<file path="src/rtl/mpipe_issue_lock.sv">
module mpipe_issue_lock #(
  parameter int OPW = 4,
  parameter int CW  = 2
) (
  input  logic           clk,
  input  logic           rst_n,
  input  logic           op_valid,
  input  logic [OPW-1:0] op_code,
  output logic           issue,
  output logic           stall,
  output logic [2:0]     op_class,
  output logic           main_pipe
);

  localparam logic [OPW-1:0] C_ACC    = OPW'(1);
  localparam logic [OPW-1:0] C_MUL    = OPW'(2);
  localparam logic [OPW-1:0] C_MAC    = OPW'(3);
  localparam logic [OPW-1:0] C_MADD   = OPW'(4);
  localparam logic [OPW-1:0] C_SAD    = OPW'(5);
  localparam logic [OPW-1:0] C_MIAH   = OPW'(6);
  localparam logic [OPW-1:0] C_MIAS   = OPW'(7);
  localparam logic [OPW-1:0] C_MIAF   = OPW'(8);

  localparam logic [CW-1:0] ZERO      = '0;
  localparam logic [CW-1:0] ONE       = CW'(1);
  localparam logic [CW-1:0] HVY_LO    = CW'(2);
  localparam logic [CW-1:0] HVY_HI    = CW'(1);
  localparam logic [CW-1:0] NRM_LO    = CW'(1);
  localparam logic [CW-1:0] NRM_HI    = CW'(0);

  logic [CW-1:0] wait_lo, wait_hi;
  logic          is_mp, lo_cls, ready, fire;

  always_comb begin
    case (op_code)
      C_ACC:                  op_class = 3'd1;
      C_MUL, C_MAC, C_MADD:   op_class = 3'd2;
      C_SAD, C_MIAH, C_MIAS:  op_class = 3'd3;
      C_MIAF:                 op_class = 3'd4;
      default:                op_class = 3'd0;
    endcase
  end

  assign is_mp     = op_class != 3'd0;
  assign main_pipe = op_class >= 3'd3;
  assign lo_cls    = op_class == 3'd1 || op_class == 3'd2;
  assign ready     = lo_cls ? (wait_lo == ZERO) : (wait_hi == ZERO);
  assign stall     = op_valid & is_mp & ~ready;
  assign issue     = op_valid & (~is_mp | ready);
  assign fire      = issue & is_mp;

  always_ff @(posedge clk) begin
    if (!rst_n) begin
      wait_lo <= ZERO;
      wait_hi <= ZERO;
    end else if (fire) begin
      case (op_class)
        3'd1:    begin wait_lo <= ZERO;   wait_hi <= ZERO;   end
        3'd4:    begin wait_lo <= HVY_LO; wait_hi <= HVY_HI; end
        default: begin wait_lo <= NRM_LO; wait_hi <= NRM_HI; end
      endcase
    end else begin
      if (wait_lo != ZERO) wait_lo <= wait_lo - ONE;
      if (wait_hi != ZERO) wait_hi <= wait_hi - ONE;
    end
  end

endmodule

</file>
<file path="config.mk">
export PLATFORM = sky130hd
export DESIGN_NAME = mpipe_issue_lock
export DESIGN_NICKNAME = d
export VERILOG_FILES = /design/src/rtl/mpipe_issue_lock.sv
export SDC_FILE = /design/constraint.sdc
export NUM_CORES = 1
export LEC_CHECK = 0
export BUFFER_PORTS_ARGS = -buffer_cell sky130_fd_sc_hd__buf_2
export CORE_AREA = 5 5 42 44
export DETAILED_ROUTE_END_ITERATION = 8
export DIE_AREA = 0 0 47 49
export PLACE_DENSITY = 0.57
export SYNTH_ARGS = -nofsm -noshare
export SYNTH_HDL_FRONTEND = slang
export SYNTH_SLANG_ARGS = --single-unit
</file>
<file path="constraint.sdc">
create_clock -name clk -period 1.9 [get_ports clk]
set_clock_uncertainty 0.1 [all_clocks]
set_input_delay 0.095 -clock clk [delete_from_list [all_inputs] [get_ports clk]]
set_output_delay 0.095 -clock clk [all_outputs]
set_load 0.01 [all_outputs]
</file>
==> impl_summary.txt, run 1 <==
----------------------------------------------------
[Setup path]
  Worst EP arrival ... 1.60 ns
  Buffers plus inverters on the worst setup path ... 2
  Largest fanout on the critical path ... 5
  Element type at the critical path start ... flop
  Required time worst endpoint ... 1.70 ns
  Category of the most critical setup path ... flop to primary output
  Cell with the biggest individual delay on the critical path ... dfxtp_1
  Endpoint kind of the worst setup timing path ... primary output
  Cell family with the largest share of critical-path delay ... compound AO/OA/AOI/OAI gates
  Delay of the slowest critical-path stage ... 0.33 ns
  Critical-path cell list ... inv_1 > ha_1 > nor2b_2 > a2111oi_4 > o21a_1 > buf_2

[Layout]
  Layout overhead on the synthesized area ... 25.15%
  Nets ... 75
  Fraction of final layout cells sized beyond drive strength 1 ... 37.50%
  Area of combinational cells with multiple inputs ... 305.3 um^2
  Inserted Diodes ... 0
  Filler-free cell count of the finished design ... 80
  Final Util ... 36.43%
  Seq. cell area ... 80.08 um^2
  Fillers ... 160

[Route]
  Vias per Instance ... 4.713
  Detailed-route DRC error count ... 0
  Met2 wire length ... 353 um
  Highest metal layer used by the detailed router ... met4
  Length of routed met3 wiring ... 62 um
  Number of vias after detailed routing ... 377
  Post-Route M1 WL ... 403 um
  Antenna-violating nets left ... 0
  Router iterations before antenna repair ... 2
  Final routed wire length divided by cell count ... 10.61 um
  First DRT Iteration DRCs ... 1
  Total wire length ... 849 um

[Global route]
  Global-route wire length before repair ... 1407 um
  Number of antenna violations at the first check in global routing ... 0
  Remaining global-route overflow ... 0
  Global routing usage summed across all routing layers ... 8.445%
  Largest net degree at the start of global routing ... 11
  Vias in the first global route ... 337

[Pwr]
  Peak supply drop ... 0.3935 mV
  Static leakage power ... 0.2096 nW
  Pwr per Cell Area ... 1046 nW/um^2

[Placed design]
  Worst setup slack after placement ... 0.08645 ns
  # port buffers ... 12
  Placed Cells ... 77
  Detailed Place HPWL ... 698.1 um
  Routability cong. ... 0.7919

[Yosys]
  Net Count, Synth ... 59
  Flops & latches, synth ... 4
  Count of unique library cells instantiated by Yosys ... 25
  Sequential area share after synthesis ... 19.63%
  Mapped Avg Cell Area ... 8.158 um^2
  Cell taking the most area after synthesis ... dfxtp_1
  Leading cell types by total area after synthesis ... dfxtp_1 20%, a2111oi_4 6.7%, ha_1 6.1%, nor3b_1 5.5%, o31ai_4 5.2%
  Top cell type's share of synthesized area ... 19.63%
  Post-synthesis instance area ... 407.9 um^2
  Post-Syn Instances ... 50
  Count of synthesis-stage warnings from yosys ... 0

[Floorplanning]
  Vert. Die Dim ... 49 um
  # IOs ... 13
  Core Region ... 1401 um^2
  Die Footprint ... 2303 um^2
  Overall die width ... 47 um
  Total number of placement rows ... 14
  Initial Util ... 29.11%

[Clock tree]
  Total number of clock tree sinks ... 4
  Number of buffers on the longest clock path ... 2
  Hold buffers post-CTS ... 0
  Clk_lat worst skew ... 0.24 ns
  TritonCTS clock tree ... done
  Root buffer cell ... clkbuf_4
  Clock input transition at the sequential cells of the worst setup and hold paths ... 0.04 ns
  Postcts setup bufs ... 0
  Cts bufs inserted ... 3
  Max H-tree Level ... 1

[STA]
  Final worst slack ... 0.1053 ns
  Summed negative setup slack over all endpoints ... 0 ns
  Hold violation total from the final report ... 0
  Final max-slew violation count ... 0
  Fraction of the cycle the final worst path needs ... 94.46%
  RSZ-0062 raised after global routing ... false
  Fmax achieved ... 557.2 MHz
  Final worst path period need ... 1.795 ns
  Worst slew margin relative to its limit ... 76.74%
  Endpoints failing setup ... 0
  Least-Margin Pin Slew ... 0.3453 ns

[Min path]
  Worst Hold Class ... input port to flop

[Flow run]
  Number of maximum-capacitance violations ... 0

[Outcome]
  Status ... completed

----------------------------------------------------
-- area by class of cell --
type	instances	share of cell area [%]
clock buffers	3	4.412
repair buffers	13	13.24
well taps	16	3.922
flip-flops and latches	4	15.69
multi-input cells	40	59.80
inverters	4	2.941
-- flip-flops by register name, indices dropped and copies added (netlist names) --
name,count
wait_hi,2
wait_lo,2
-- logic make-up (layout without fill, tap and decap cells) --
| logic type | Yosys count | count (layout) | share of synthesized area, % |
|---|---|---|---|
| AO/OA/AOI/OAI | 13 | 13 | 30.67 |
| XOR/XNOR | 1 | 1 | 2.148 |
| adder cells (fa/ha/maj) | 2 | 2 | 6.134 |
| buffers and inverters | 6 | 20 | 6.132 |
| flip-flops | 4 | 4 | 19.63 |
| multiplexers | 1 | 1 | 2.454 |
| AND/OR/NAND/NOR | 23 | 23 | 32.83 |
-- layout by cell type (no fill, tap or decap), drive strengths merged --
master / instances
nor3: 2
o31ai: 1
dfxtp: 4
mux2i: 1
nor2b: 3
nand2: 5
a31o: 1
clkbuf: 3
nor2: 6
and2: 1
o21ai: 4
a2111oi: 1
nand4: 1
ha: 2
nand2b: 1
o21a: 3
inv: 4
o21bai: 1
nor3b: 4
buf: 13
a21oi: 2
xnor2: 1
-- path summary, 6_finish.rpt --
kind                           startpoint                       to  slack, ns  depth (start not counted)
hold / removal                      rst_n  wait_hi[1]$_SDFFE_PN0P_       0.03                          3
hold reg to reg   wait_hi[1]$_SDFFE_PN0P_  wait_hi[1]$_SDFFE_PN0P_       0.47                          4
setup reg to reg  wait_lo[0]$_SDFFE_PN0P_  wait_hi[0]$_SDFFE_PN0P_       0.17                          7
setup / recovery  wait_lo[0]$_SDFFE_PN0P_                    stall       0.11                          6
-- worst min-delay path, stage by stage --
cell,delay [ns]
buf_2,0.13
nand2_1,0.06
nor2_1,0.03
-- power by group --
| part | internal, mW | switching [mW] | leakage (nW) |
|---|---|---|---|
| Sequential | 0.116 | 0.0154 | 0.0330 |
| Clock | 0.0706 | 0.0342 | 0.0138 |
| Combinational | 0.143 | 0.155 | 0.163 |
-- through the flow --
step	area [um^2]	hold WS [ns]	power (mW)
6_report	510.5	0.02515	0.5340
5_1_grt	510.5	0.03244	0.5841
4_1_cts	508.0	0.01625	0.5445
3_5_place_dp	485.5	0.2710	0.4328
3_3_place_gp	485.5	0.2810	0.4310
2_1_floorplan	407.9	0.1088	0.3606
-- what timing repair did --
item                                   4_1_cts  5_1_grt
setup endpoints to repair                    0        2
endpoints found under the hold margin        0        0
gates resized for setup                      0        1
-- synthesized netlist by cell type --
library cell	number
inv_1	4
ha_1	2
o21ai_0	4
o21a_4	1
nand2_1	5
mux2i_1	1
nor3b_1	3
buf_2	1
nor2_1	5
nor2b_1	3
a31o_2	1
xnor2_1	1
dfxtp_1	4
o21bai_1	1
o31ai_4	1
nand4_1	1
a21oi_1	2
nor3b_4	1
and2_2	1
nor3_1	2
o21a_1	2
a2111oi_4	1
nand2b_1	1
nor2_2	1
clkbuf_2	1
-- routing by layer --
metal | track usage (%) | vias up
li1 | - | 202
met1 | 12.06 | 159
met2 | 9.955 | 13
met3 | 1.107 | 3
met4 | 8.295 | 0
met5 | 0 | -
No activity file was read; power rests on OpenSTA's default activity.
==> run 2: changes to the inputs <==
--- a/config.mk
+++ b/config.mk
@@ -9,7 +9,8 @@
 export CORE_AREA = 5 5 42 44
 export DETAILED_ROUTE_END_ITERATION = 8
 export DIE_AREA = 0 0 47 49
-export PLACE_DENSITY = 0.57
+export GPL_ROUTABILITY_DRIVEN = 0
+export PLACE_DENSITY = 0.55
 export SYNTH_ARGS = -nofsm -noshare
 export SYNTH_HDL_FRONTEND = slang
 export SYNTH_SLANG_ARGS = --single-unit
==> run 2 against run 1 <==
Via count is 1.1% higher. Register-to-register slack barely moved. Worst setup slack better by 0.022 ns. Count of clock-buffer cells in the layout is the same. Sequential share of layout area decreased by 0.15 points. Die area unchanged. Non-clock buffer count is 1 lower. Largest power group unchanged.
==> impl_summary.txt, run 2 (same netlist as run 1, synthesis figures left out) <==
----------------------------------------------------
[Clock tree]
  TritonCTS clock tree ... done (unchanged)
  Postcts setup bufs ... 0 (unchanged)
  Root buffer cell ... clkbuf_4 (unchanged)
  Cts bufs inserted ... 3 (unchanged)
  Total number of clock tree sinks ... 4 (unchanged)
  Max H-tree Level ... 1 (unchanged)
  Clk_lat worst skew ... 0.24 ns (about the same)
  Clock input transition at the sequential cells of the worst setup and hold paths ... 0.04 ns (about the same)
  Number of buffers on the longest clock path ... 2 (unchanged)

[STA]
  Summed negative setup slack over all endpoints ... 0 ns (unchanged)
  Hold violation total from the final report ... 0 (unchanged)
  Final max-slew violation count ... 0 (unchanged)
  RSZ-0062 raised after global routing ... false (unchanged)
  Worst slew margin relative to its limit ... 77.48% (was 76.74%)
  Endpoints failing setup ... 0 (unchanged)
  Least-Margin Pin Slew ... 0.3377 ns (was 0.3453 ns)
  Fraction of the cycle the final worst path needs ... 93.29% (was 94.46%)
  Fmax achieved ... 564.2 MHz (was 557.2 MHz)
  Final worst path period need ... 1.772 ns (was 1.795 ns)

[Route]
  Vias per Instance ... 4.823 (was 4.713)
  Antenna-violating nets left ... 0 (unchanged)
  Total wire length ... 855 um (was 849 um)
  Number of vias after detailed routing ... 381 (was 377)
  Detailed-route DRC error count ... 0 (unchanged)
  Router iterations before antenna repair ... 1 (was 2)
  Final routed wire length divided by cell count ... 10.82 um (was 10.61 um)
  First DRT Iteration DRCs ... 0 (was 1)

[Global route]
  Vias in the first global route ... 354 (was 337)
  Remaining global-route overflow ... 0 (unchanged)
  Number of antenna violations at the first check in global routing ... 0 (unchanged)
  Global-route wire length before repair ... 1469 um (was 1407 um)
  Global routing usage summed across all routing layers ... 8.726% (was 8.445%)
  Largest net degree at the start of global routing ... 11 (unchanged)

[Pwr]
  Peak supply drop ... 0.4200 mV (was 0.3935 mV)
  Static leakage power ... 0.2064 nW (was 0.2096 nW)
  Pwr per Cell Area ... 1057 nW/um^2 (was 1046 nW/um^2)
  Sum of internal, switching and leakage power ... 0.5449 mW (was 0.5340 mW)

[Setup path]
  Critical-path cell list ... inv_1 > ha_1 > nor2b_2 > a2111oi_4 > o21a_1 > buf_2 (unchanged)
  Required time worst endpoint ... 1.70 ns (about the same)
  Element type at the critical path start ... flop (unchanged)
  Largest fanout on the critical path ... 5 (unchanged)
  Delay of the slowest critical-path stage ... 0.33 ns (about the same)
  Cell with the biggest individual delay on the critical path ... dfxtp_1 (unchanged)
  Endpoint kind of the worst setup timing path ... primary output (unchanged)
  Category of the most critical setup path ... flop to primary output (unchanged)
  Worst EP arrival ... 1.58 ns (was 1.60 ns)

[Layout]
  Fillers ... 160 (unchanged)
  Fraction of final layout cells sized beyond drive strength 1 ... 38.10% (was 37.50%)
  Layout overhead on the synthesized area ... 26.38% (was 25.15%)
  Top library cells by usage in the layout, fill and taps aside ... 12 x buf_2, 5 x nor2_1, 5 x nand2_1 (unchanged)
  Nets ... 74 (was 75)
  Inserted Diodes ... 0 (unchanged)
  Largest registers ... wait_hi x2, wait_lo x2 (unchanged)
  Most common cell after layout, fill and taps aside ... buf_2 (unchanged)

[Min path]
  Worst Hold Class ... input port to flop (unchanged)

[Outcome]
  Status ... completed (unchanged)

[Floorplanning]
  Total number of placement rows ... 14 (unchanged)
  Die Footprint ... 2303 um^2 (unchanged)
  # IOs ... 13 (unchanged)
  Core Region ... 1401 um^2 (unchanged)
  Vert. Die Dim ... 49 um (unchanged)
  Overall die width ... 47 um (unchanged)
  Initial Util ... 29.11% (unchanged)

[Flow run]
  Number of maximum-capacitance violations ... 0 (unchanged)

[Placed design]
  Detailed Place HPWL ... 696.6 um (was 698.1 um)
  # port buffers ... 12 (unchanged)

----------------------------------------------------
==> run 2: changes by cell type in the layout (fill, tap and decap cells not counted), sizes merged <==
cell	previous run	this run
buf	13	12
==> run 2: timing repair <==
item | CTS | global route
endpoints found under the setup margin | 1 | 2
gates resized for setup | 1 | 2
gates cloned | 0 | 0
pin swaps | 0 | 2
hold buffers | 0 | 0
==> run 2: final timing paths <==
| kind | start | end | slack (ns) | depth (start not counted) |
|---|---|---|---|---|
| hold reg to reg | wait_hi[1]$_SDFFE_PN0P_ | wait_hi[1]$_SDFFE_PN0P_ | 0.46 | 4 |
| setup reg to reg | wait_lo[0]$_SDFFE_PN0P_ | wait_hi[0]$_SDFFE_PN0P_ | 0.17 | 7 |
| hold / removal | rst_n | wait_hi[1]$_SDFFE_PN0P_ | 0.03 | 3 |
| setup / recovery | wait_lo[0]$_SDFFE_PN0P_ | stall | 0.13 | 6 |
==> run 2: stage by stage <==
step                cell area (um^2)  instances  setup WS (ns)  utilization, %  hold WS, ns
detailed placement             478.0         76        0.08915           34.11       0.2784
global route                   515.5         79      0.0003523           36.79      0.03537
floorplan                      407.9         50         0.1660               -       0.1088
global placement               478.0         76         0.1027           34.11       0.2781
CTS                            503.0         79        0.02050           35.89      0.02121
finish                         515.5         79         0.1276           36.79      0.02644
==> run 2: where the power goes <==
group	total, mW	switching, mW	internal (mW)	leakage (nW)
sequential	0.131	0.0153	0.116	0.0330
combinational	0.306	0.156	0.149	0.160
clock	0.108	0.0374	0.0708	0.0138
==> run 2: metal layers <==
layer,global-route usage [%],part of all wire [%],vias up
li1,-,-,201
met1,10.75,41,165
met2,12.22,48,11
met3,2.214,8.3,4
met4,6.912,2.6,0
met5,0,0,-
==> run 2: final cells by class <==
cell class	instances	area (um^2)	share of cell area [%]
Clock buffer	3	22.52	4.369
Inverter	4	15.01	2.913
Multi-Input combinational cell	40	317.8	61.65
Sequential cell	4	80.08	15.53
Tap cell	16	20.02	3.883
Timing Repair Buffer	12	60.06	11.65
==> run 2: worst max-delay path: cells and delay by family (launching register included) <==
kind,cells,cell delay (ns)
fa+ha+maj,1,0.25
simple gates,1,0.18
compound gates,2,0.41
buf+inv,2,0.17
flops,1,0.33
==> run 3: changes to the inputs <==
==> config.mk (replaced) <==
export PLATFORM = sky130hd
export DESIGN_NAME = mpipe_issue_lock
export DESIGN_NICKNAME = d
export VERILOG_FILES = /design/src/rtl/mpipe_issue_lock.sv
export SDC_FILE = /design/constraint.sdc
export NUM_CORES = 1
export LEC_CHECK = 0
export CORE_AREA = 5 5 42 44
export DETAILED_ROUTE_END_ITERATION = 8
export DIE_AREA = 0 0 47 49
export DONT_BUFFER_PORTS = 1
export GPL_ROUTABILITY_DRIVEN = 0
export PLACE_DENSITY = 0.46
export SYNTH_ARGS = -nofsm -noshare
export SYNTH_HDL_FRONTEND = slang
export SYNTH_SLANG_ARGS = --single-unit
==> run 3 against run 2 <==
Via count down 7.9%. Global-route usage up 0.42 points. Non-clock buffer count down 9. Maximum frequency up 1.0%. Wire length down 2.3%. Register-to-register slack worse by 0.02 ns. Final cell count down 11%. Combinational power down 3%. Core utilization down 3.4 points. Sequential cell count unchanged. Die area unchanged. Count of clock-buffer cells in the layout unchanged. Critical path type is now flop to flop. Critical endpoint is now wait_hi[0]$_SDFFE_PN0P_.
==> impl_summary.txt, run 3 (same netlist as run 1, synthesis figures left out) <==
----------------------------------------------------
[Global route]
  Global routing usage summed across all routing layers ... 9.148% (was 8.726%)
  Remaining global-route overflow ... 0 (unchanged)
  Vias in the first global route ... 326 (was 354)
  Largest net degree at the start of global routing ... 11 (unchanged)
  Number of antenna violations at the first check in global routing ... 0 (unchanged)
  Global-route wire length before repair ... 1469 um (unchanged)

[Layout]
  Fillers ... 160 (unchanged)
  Largest registers ... wait_hi x2, wait_lo x2 (unchanged)
  Fraction of final layout cells sized beyond drive strength 1 ... 24.07% (was 38.10%)
  Seq. cell area ... 80.08 um^2 (unchanged)
  Top library cells by usage in the layout, fill and taps aside ... 5 x nor2_1, 5 x nand2_1, 4 x inv_1, 4 x o21ai_0, 4 x dfxtp_1 (was 12 x buf_2, 5 x nor2_1, 5 x nand2_1)
  Nets ... 65 (was 74)
  Inserted Diodes ... 0 (unchanged)
  Filler-free cell count of the finished design ... 70 (was 79)
  Area of combinational cells with multiple inputs ... 305.3 um^2 (was 317.8 um^2)
  Layout overhead on the synthesized area ... 14.72% (was 26.38%)
  Post-route cell area ... 467.9 um^2 (was 515.5 um^2)

[Placed design]
  Placed Cells ... 66 (was 76)
  # port buffers ... 0 (was 12)
  Detailed Place HPWL ... 697.2 um (was 696.6 um)
  Post-detailed-placement cell area ... 432.9 um^2 (was 478.0 um^2)
  Worst setup slack after placement ... 0.06242 ns (was 0.08915 ns)

[STA]
  Summed negative setup slack over all endpoints ... 0 ns (unchanged)
  Hold violation total from the final report ... 0 (unchanged)
  Final worst slack ... 0.1457 ns (was 0.1276 ns)
  Final worst hold slack ... 0.03148 ns (was 0.02644 ns)
  Worst slew margin relative to its limit ... 76.17% (was 77.48%)
  Least-Margin Pin Slew ... 0.3574 ns (was 0.3377 ns)
  Fmax achieved ... 570.0 MHz (was 564.2 MHz)
  Final worst path period need ... 1.754 ns (was 1.772 ns)
  Endpoints failing setup ... 0 (unchanged)
  Fraction of the cycle the final worst path needs ... 92.33% (was 93.29%)
  Final max-slew violation count ... 0 (unchanged)
  RSZ-0062 raised after global routing ... false (unchanged)

[Route]
  Router iterations before antenna repair ... 4 (was 1)
  Number of vias after detailed routing ... 351 (was 381)
  First DRT Iteration DRCs ... 8 (was 0)
  Antenna-violating nets left ... 0 (unchanged)
  Total wire length ... 835 um (was 855 um)
  Detailed-route DRC error count ... 0 (unchanged)
  Final routed wire length divided by cell count ... 11.93 um (was 10.82 um)
  Vias per Instance ... 5.014 (was 4.823)

[Clock tree]
  Clk_lat worst skew ... 0.23 ns (was 0.24 ns)
  Root buffer cell ... clkbuf_4 (unchanged)
  Clock input transition at the sequential cells of the worst setup and hold paths ... 0.03 ns (was 0.04 ns)
  Cts bufs inserted ... 3 (unchanged)
  Number of buffers on the longest clock path ... 2 (unchanged)
  Postcts setup bufs ... 0 (unchanged)
  Total number of clock tree sinks ... 4 (unchanged)
  Max H-tree Level ... 1 (unchanged)
  TritonCTS clock tree ... done (unchanged)

[Floorplanning]
  # IOs ... 13 (unchanged)
  Overall die width ... 47 um (unchanged)
  Die Footprint ... 2303 um^2 (unchanged)
  Vert. Die Dim ... 49 um (unchanged)
  Total number of placement rows ... 14 (unchanged)
  Initial Util ... 29.11% (unchanged)
  Core Region ... 1401 um^2 (unchanged)

[Pwr]
  Peak supply drop ... 0.3586 mV (was 0.4200 mV)
  Static leakage power ... 0.1659 nW (was 0.2064 nW)
  Pwr per Cell Area ... 1124 nW/um^2 (was 1057 nW/um^2)

[Flow run]
  Number of maximum-capacitance violations ... 0 (unchanged)

[Setup path]
  Element type at the critical path start ... flop (unchanged)
  Worst EP arrival ... 1.80 ns (was 1.58 ns)
  Endpoint kind of the worst setup timing path ... flop (was primary output)
  Required time worst endpoint ... 1.94 ns (was 1.70 ns)
  Category of the most critical setup path ... flop to flop (was flop to primary output)
  Largest fanout on the critical path ... 4 (was 5)

[Outcome]
  Status ... completed (unchanged)

[Min path]
  Worst Hold Class ... input port to flop (unchanged)

----------------------------------------------------
run 3: cell count changes in the layout (fill, tap and decap cells not counted), sizes merged:
cell         before  now
buf              12    2
dlygate4sd3       0    1
run 3: critical path, stage by stage, from the launching register on:
cell       delay, ns
dfxtp_1         0.32
inv_1           0.05
ha_1            0.25
a2111oi_4       0.45
nor3b_4         0.12
o21a_4          0.16
o31ai_4         0.22
run 3: final timing paths:
| kind | startpoint | endpoint | slack [ns] | cells past startpoint |
|---|---|---|---|---|
| worst max-delay path | wait_hi[0]$_SDFFE_PN0P_ | wait_hi[0]$_SDFFE_PN0P_ | 0.15 | 6 |
| worst min-delay path | op_valid | wait_hi[0]$_SDFFE_PN0P_ | 0.03 | 2 |
| worst max register to register | wait_hi[0]$_SDFFE_PN0P_ | wait_hi[0]$_SDFFE_PN0P_ | 0.15 | 6 |
| worst min register to register | wait_hi[1]$_SDFFE_PN0P_ | wait_hi[1]$_SDFFE_PN0P_ | 0.45 | 4 |
run 3: per-stage QoR:
stage | util, % | total power [mW]
2_1_floorplan | - | 0.3606
3_5_place_dp | 30.89 | 0.4294
4_1_cts | 33.21 | 0.5397
3_3_place_gp | 30.89 | 0.4273
6_report | 33.39 | 0.5258
5_1_grt | 33.39 | 0.5983
run 3: layout make-up:
class,instances,share of cell area (%)
multi-input cells,40,65.24
flip-flops and latches,4,17.11
repair buffers,3,5.348
clock buffers,3,4.813
well taps,16,4.278
inverters,4,3.209
run 3: routing by layer:
metal	track usage [%]	vias up	share of wire (%)
met3	4.428	0	9.3
li1	-	184	-
met2	11.54	11	51
met1	11.40	156	40
met5	0	-	0
met4	6.912	0	0
run 3: repair_timing:
action / 4_1_cts / 5_1_grt
gates resized for setup: 0 / 1
setup endpoints to repair: 0 / 2
endpoints found under the hold margin: 4 / 0
hold buffers: 1 / 0
run 3: power by group:
group	switching, mW	internal (mW)	total (mW)
clock	0.0292	0.0703	0.0995
sequential	0.0147	0.116	0.130
combinational	0.146	0.150	0.296
